===== config.mk =====
export PLATFORM = sky130hd
export DESIGN_NAME = mmio_console
export DESIGN_NICKNAME = d
export VERILOG_FILES = /design/src/rtl/mmio_console_pkg.sv /design/src/rtl/mmio_console_decode.sv /design/src/rtl/mmio_console_inchan.sv /design/src/rtl/mmio_console_outchan.sv /design/src/rtl/mmio_console.sv
export SDC_FILE = /design/constraint.sdc
export NUM_CORES = 1
export LEC_CHECK = 0
export ABC_CLOCK_PERIOD_IN_PS = 3500
export BUFFER_PORTS_ARGS = -buffer_cell sky130_fd_sc_hd__clkbuf_2
export CORE_MARGIN = 3
export CORE_UTILIZATION = 25
export DETAILED_ROUTE_END_ITERATION = 6
export PLACE_DENSITY_LB_ADDON = 0.25
export SYNTH_ARGS = -nofsm -noshare
export SYNTH_HDL_FRONTEND = slang
export SYNTH_HIERARCHICAL = 1
export SYNTH_SLANG_ARGS = --single-unit

===== constraint.sdc =====
create_clock -name clk -period 3.5 [get_ports clk]
set_clock_uncertainty 0.2 [all_clocks]
set_input_delay 0.7 -clock clk [delete_from_list [all_inputs] [get_ports clk]]
set_output_delay 0.7 -clock clk [all_outputs]
set_load 0.005 [all_outputs]

===== src/rtl/mmio_console_pkg.sv =====
package mmio_console_pkg;

  // Register offsets inside the window; software depends on these.
  localparam int unsigned OFF_IN_STAT  = 32'h0;
  localparam int unsigned OFF_IN_BYTE  = 32'h4;
  localparam int unsigned OFF_OUT_STAT = 32'h8;
  localparam int unsigned OFF_OUT_BYTE = 32'hC;

  typedef enum logic [2:0] {
    SEL_NONE     = 3'd0,
    SEL_IN_STAT  = 3'd1,
    SEL_IN_BYTE  = 3'd2,
    SEL_OUT_STAT = 3'd3,
    SEL_OUT_BYTE = 3'd4
  } reg_sel_e;

endpackage


===== src/rtl/mmio_console_decode.sv =====
module mmio_console_decode
  import mmio_console_pkg::*;
#(
  parameter int unsigned ADDR_W = 32,
  parameter int unsigned WIN_W  = 8,
  parameter logic [ADDR_W-1:0] BASE = 32'hFFFF_0000
) (
  input  logic [ADDR_W-1:0] addr,
  output logic              win_hit,
  output reg_sel_e          sel
);

  logic [WIN_W-1:0] offset;

  assign offset  = addr[WIN_W-1:0];
  assign win_hit = (addr[ADDR_W-1:WIN_W] == BASE[ADDR_W-1:WIN_W]);

  always_comb begin
    sel = SEL_NONE;
    if (win_hit) begin
      if (offset == WIN_W'(OFF_IN_STAT))       sel = SEL_IN_STAT;
      else if (offset == WIN_W'(OFF_IN_BYTE))  sel = SEL_IN_BYTE;
      else if (offset == WIN_W'(OFF_OUT_STAT)) sel = SEL_OUT_STAT;
      else if (offset == WIN_W'(OFF_OUT_BYTE)) sel = SEL_OUT_BYTE;
    end
  end

endmodule


===== src/rtl/mmio_console_inchan.sv =====
module mmio_console_inchan #(
  parameter int unsigned BYTE_W = 8
) (
  input  logic              clk,
  input  logic              rst,
  input  logic              src_valid,
  input  logic [BYTE_W-1:0] src_data,
  output logic              src_ready,
  input  logic              take,
  output logic              full,
  output logic [BYTE_W-1:0] held
);

  logic              full_q;
  logic [BYTE_W-1:0] held_q;

  always_ff @(posedge clk) begin
    if (rst) begin
      full_q <= 1'b0;
      held_q <= '0;
    end else if (full_q) begin
      if (take) full_q <= 1'b0;
    end else if (src_valid) begin
      full_q <= 1'b1;
      held_q <= src_data;
    end
  end

  assign full      = full_q;
  assign held      = held_q;
  assign src_ready = !full_q;

  assert_reset_empty_R13: assert property (@(posedge clk)
    $past(rst) |-> !full_q);

  assert_clear_on_take_R5: assert property (@(posedge clk) disable iff (rst)
    (full_q && take) |=> !full_q);

  assert_hold_while_full_R6: assert property (@(posedge clk) disable iff (rst)
    (full_q && !take) |=> (full_q && $stable(held_q)));

endmodule


===== src/rtl/mmio_console_outchan.sv =====
module mmio_console_outchan #(
  parameter int unsigned BYTE_W = 8
) (
  input  logic              clk,
  input  logic              rst,
  input  logic              put,
  input  logic [BYTE_W-1:0] put_data,
  output logic              snk_valid,
  output logic [BYTE_W-1:0] snk_data,
  input  logic              snk_ready,
  output logic              free
);

  logic              free_q;
  logic [BYTE_W-1:0] byte_q;

  always_ff @(posedge clk) begin
    if (rst) begin
      free_q <= 1'b1;
      byte_q <= '0;
    end else if (free_q) begin
      if (put) begin
        free_q <= 1'b0;
        byte_q <= put_data;
      end
    end else if (snk_ready) begin
      free_q <= 1'b1;
    end
  end

  assign free      = free_q;
  assign snk_valid = !free_q;
  assign snk_data  = byte_q;

  assert_reset_free_R13: assert property (@(posedge clk)
    $past(rst) |-> free_q);

  assert_store_offers_R8: assert property (@(posedge clk) disable iff (rst)
    (free_q && put) |=> (snk_valid && snk_data == $past(put_data)));

  assert_accept_frees_R9: assert property (@(posedge clk) disable iff (rst)
    (snk_valid && snk_ready) |=> free_q);

  assert_busy_drop_R10: assert property (@(posedge clk) disable iff (rst)
    (!free_q && !snk_ready) |=> (!free_q && $stable(byte_q)));

endmodule


===== src/rtl/mmio_console.sv =====
module mmio_console
  import mmio_console_pkg::*;
#(
  parameter int unsigned ADDR_W = 32,
  parameter int unsigned DATA_W = 32,
  parameter int unsigned BYTE_W = 8,
  parameter int unsigned WIN_W  = 8,
  parameter logic [ADDR_W-1:0] BASE = 32'hFFFF_0000
) (
  input  logic              clk,
  input  logic              rst,
  input  logic [ADDR_W-1:0] bus_addr,
  input  logic              bus_rd,
  input  logic              bus_wr,
  input  logic [DATA_W-1:0] bus_wdata,
  output logic [DATA_W-1:0] bus_rdata,
  output logic              bus_rvalid,
  input  logic              kbd_valid,
  input  logic [BYTE_W-1:0] kbd_data,
  output logic              kbd_ready,
  output logic              disp_valid,
  output logic [BYTE_W-1:0] disp_data,
  input  logic              disp_ready
);

  localparam int unsigned PAD_W = DATA_W - BYTE_W;

  logic              win_hit;
  reg_sel_e          sel;
  logic              in_full;
  logic [BYTE_W-1:0] in_byte;
  logic              out_free;
  logic              rd_hit;
  logic [DATA_W-1:0] rd_word;
  logic [DATA_W-1:0] rdata_q;
  logic              rvalid_q;
  logic              unused_wdata_hi;

  assign unused_wdata_hi = ^bus_wdata[DATA_W-1:BYTE_W];

  mmio_console_decode #(
    .ADDR_W (ADDR_W),
    .WIN_W  (WIN_W),
    .BASE   (BASE)
  ) u_decode (
    .addr    (bus_addr),
    .win_hit (win_hit),
    .sel     (sel)
  );

  mmio_console_inchan #(.BYTE_W(BYTE_W)) u_inchan (
    .clk       (clk),
    .rst       (rst),
    .src_valid (kbd_valid),
    .src_data  (kbd_data),
    .src_ready (kbd_ready),
    .take      (bus_rd && sel == SEL_IN_BYTE),
    .full      (in_full),
    .held      (in_byte)
  );

  mmio_console_outchan #(.BYTE_W(BYTE_W)) u_outchan (
    .clk       (clk),
    .rst       (rst),
    .put       (bus_wr && sel == SEL_OUT_BYTE),
    .put_data  (bus_wdata[BYTE_W-1:0]),
    .snk_valid (disp_valid),
    .snk_data  (disp_data),
    .snk_ready (disp_ready),
    .free      (out_free)
  );

  assign rd_hit = bus_rd && win_hit;

  always_comb begin
    unique case (sel)
      SEL_IN_STAT:  rd_word = {{(DATA_W-1){1'b0}}, in_full};
      SEL_IN_BYTE:  rd_word = {{PAD_W{1'b0}}, in_byte};
      SEL_OUT_STAT: rd_word = {{(DATA_W-1){1'b0}}, out_free};
      default:      rd_word = '0;
    endcase
  end

  always_ff @(posedge clk) begin
    if (rst) begin
      rvalid_q <= 1'b0;
      rdata_q  <= '0;
    end else begin
      rvalid_q <= rd_hit;
      rdata_q  <= rd_hit ? rd_word : '0;
    end
  end

  assign bus_rdata  = rdata_q;
  assign bus_rvalid = rvalid_q;

  assert_no_reply_outside_R1: assert property (@(posedge clk) disable iff (rst)
    (!win_hit || !bus_rd) |=> (!bus_rvalid && bus_rdata == '0));

  assert_reply_next_cycle_R2: assert property (@(posedge clk) disable iff (rst)
    (bus_rd && win_hit) |=> bus_rvalid);

  assert_status_bits_R3: assert property (@(posedge clk) disable iff (rst)
    (bus_rd && sel == SEL_IN_STAT) |=> (bus_rdata[0] == $past(in_full)));

  assert_reset_rvalid_R13: assert property (@(posedge clk)
    $past(rst) |-> !bus_rvalid);

endmodule


==> summary.txt <==
Status -> complete, no violations
Period minus WS final -> 2.81 ns
Most frequent cells in the layout -> clkbuf_2, dfxtp_1, conb_1, nor3_1
Cell Area, Synth -> 0.00145 mm2
Antenna violations before repair -> 0
Final wirelength -> 3.30 mm
WL/cell -> 11.0 um
Critical-path cell list -> clkbuf_2, or4_1, or4_4, nor3_1, nand2_1, nor3_2, buf_4, nor2b_1, a211o_1
IO Pins -> 121
Initial Util -> 26.0%
Die area -> 0.00675 mm2
Placed cell areas -> 0.00177 mm2
Peak supply drop -> 0.160 mV
Syn Inst Count -> 158
Crit path launch type -> primary input
Die Ht -> 82.2 um
Commonest non-fill, non-tap cell in the layout -> clkbuf_2
Placement Rows -> 27
Ant. Diodes -> 0
DRT iter0 DRCs -> 26
Num CTS Buffers -> 3
Fmax -> 0.355 GHz
CP arrival -> 2.79 ns
Via-per-instance ratio -> 4.11
Gpl congestion -> 0.710
Worst Hold Depth -> 2
Postcts setup bufs -> 0
TritonCTS clock tree -> done
Largest net degree at the start of global routing -> 29
Setup_tns -> 0 ns
Core area -> 0.00557 mm2
Slew headroom -> 57.0%
Post_cts resized -> 0
Layout cells sized above 1 -> 40.8%
Least-Margin Pin Slew -> 0.644 ns
Clock Path Buffers -> 2
DRT Pass-1 Iters -> 4
Total grt overflow -> 0
Clock root buffer -> clkbuf_8
Hold bufs inserted after CTS -> 0
Die X -> 82.2 um
CP max-delay cell -> or4_1
Global-route wire length before repair -> 4.80 mm
# H-tree levels -> 1
Count of cell types in the netlist -> 34
CP Max Fanout -> 17
GR Util All Layers -> 9.16%
Crit path capture type -> flip-flop
MaxCap Viol Count -> 0
CTS clk-pin slew, worst paths -> 0.10 ns
PortBufs -> 72
Avg Cell Area, Syn -> 9.18 um2
Pwr Density -> 313 mW/mm2
Synthesis-to-finish area growth -> 25.4%
Final setup viols -> 0
Clk sinks -> 27
Synthesized flop and latch total -> 27
Endpoints failing hold -> 0
Max stage delay on crit path -> 0.52 ns
Final-report max-slew violation count -> 0
Vias in the first global route -> 1,099
Yosys warning count -> 6
FF-to-FF path depth -> 2
Unrepaired setup endpoints after global routing -> no
Pleak -> 0.818 nW
Post-layout nets -> 307
Final Instance Area -> 0.00182 mm2
Period utilization -> 80.4%
Antenna viol nets, final -> 0
CP required -> 3.47 ns
Hold crit path type -> flip-flop to flip-flop
Detail Placement HPWL -> 2.50 mm
Sequential share of the synthesized area -> 37.3%
Clock Latency Late Sink -> 0.28 ns
Vias after detailed routing -> 1,233
DRC -> 0
CP Class -> primary input to flip-flop
[per-layer routing]
layer / part of all wire, % / GRT usage [%] / up-vias
met3: 8.6 / 2.82 / 2
met2: 46 / 16.3 / 49
met5: 0 / 0 / -
li1: - / - / 639
met4: 0.36 / 1.50 / 0
met1: 45 / 10.9 / 543
[cell families after synthesis]
kind of cell    share of synthesized area, %
simple gates                            26.8
buf+inv                                 20.3
compound gates                          14.1
flops                                   37.3
xor+xnor                               0.604
mux                                    0.690
other cells                            0.259
[cells in the mapped netlist]
| library cell | n | area, um2 |
|---|---|---|
| or4_1 | 1 | 7.51 |
| o21ba_1 | 1 | 10.0 |
| mux2i_1 | 1 | 10.0 |
| and3b_1 | 1 | 8.76 |
| nor3_1 | 11 | 55.1 |
| buf_2 | 1 | 5.00 |
| nand2b_1 | 9 | 56.3 |
| nor4_1 | 1 | 6.26 |
| and2b_1 | 1 | 7.51 |
| inv_1 | 9 | 33.8 |
| conb_1 | 1 | 3.75 |
| a21bo_2 | 6 | 60.1 |
| a21oi_1 | 7 | 35.0 |
| buf_6 | 3 | 33.8 |
| nand2_1 | 1 | 3.75 |
| nor3b_2 | 1 | 12.5 |
| nand4_1 | 5 | 31.3 |
| buf_4 | 26 | 195 |
| nand4bb_1 | 9 | 101 |
| o21ai_1 | 8 | 40.0 |
| xor2_1 | 1 | 8.76 |
| or4_4 | 1 | 11.3 |
| nor2b_1 | 3 | 18.8 |
| a211oi_2 | 1 | 12.5 |
| a21bo_1 | 2 | 20.0 |
| a21oi_2 | 2 | 17.5 |
| nand3b_1 | 1 | 7.51 |
| dfxtp_1 | 27 | 541 |
| clkbuf_1 | 3 | 11.3 |
| buf_8 | 1 | 15.0 |
| a211o_1 | 1 | 8.76 |
| nor2_1 | 2 | 7.51 |
| nand3_1 | 9 | 45.0 |
| nor4b_1 | 1 | 8.76 |
[final timing paths]
check / start / slack, ns / to
max: bus_addr[9] / 0.69 / u_outchan/free$_SDFF_PP1_
min: u_inchan/held[7]$_SDFFE_PP0P_ / 0.24 / bus_rdata[7]$_SDFF_PP0_
max reg2reg: u_outchan/free$_SDFF_PP1_ / 2.01 / bus_rdata[0]$_SDFF_PP0_
min reg2reg: u_inchan/held[7]$_SDFFE_PP0P_ / 0.24 / bus_rdata[7]$_SDFF_PP0_
[stage by stage]
step | hold WS [ns] | total power, mW | cells | util [%] | setup slack, ns
after floorplan | 0.216 | 0.375 | 181 | - | 0.482
after global placement | 0.225 | 0.391 | 296 | 31.7 | 0.383
after detailed placement | 0.228 | 0.391 | 296 | 31.7 | 0.358
after CTS | 0.247 | 0.584 | 300 | 32.6 | 0.666
after global routing | 0.265 | 0.602 | 300 | 32.6 | 0.557
final | 0.243 | 0.570 | 300 | 32.6 | 0.685
[final cells by class]
cell class,count,area [um2]
fillers,617,3760
multi-input cells,111,707
flip-flops and latches,27,541
repair buffers,77,398
well taps,72,90.1
clock buffers,3,41.3
inverters,9,33.8
clock inverters,1,7.51
[sequential cells by signal (all words and copies together) (netlist names)]
register            count
u_inchan/held           8
u_inchan/full           1
bus_rvalid              1
bus_rdata               8
u_outchan/free          1
u_outchan/snk_data      8
[report_power, final]
group / internal, mW / switching, mW / leakage (nW) / total (mW)
registers: 0.314 / 0.00535 / 0.219 / 0.319
logic: 0.0354 / 0.0295 / 0.577 / 0.0649
clock network: 0.0809 / 0.104 / 0.0217 / 0.185
total: 0.430 / 0.139 / 0.818 / 0.570
[critical path: cells and delay by family]
family	cells	cell delay [ns]
buf+inv	2	0.31
simple gates	6	1.57
compound gates	1	0.22
No activity file was read; power rests on OpenSTA's default activity.
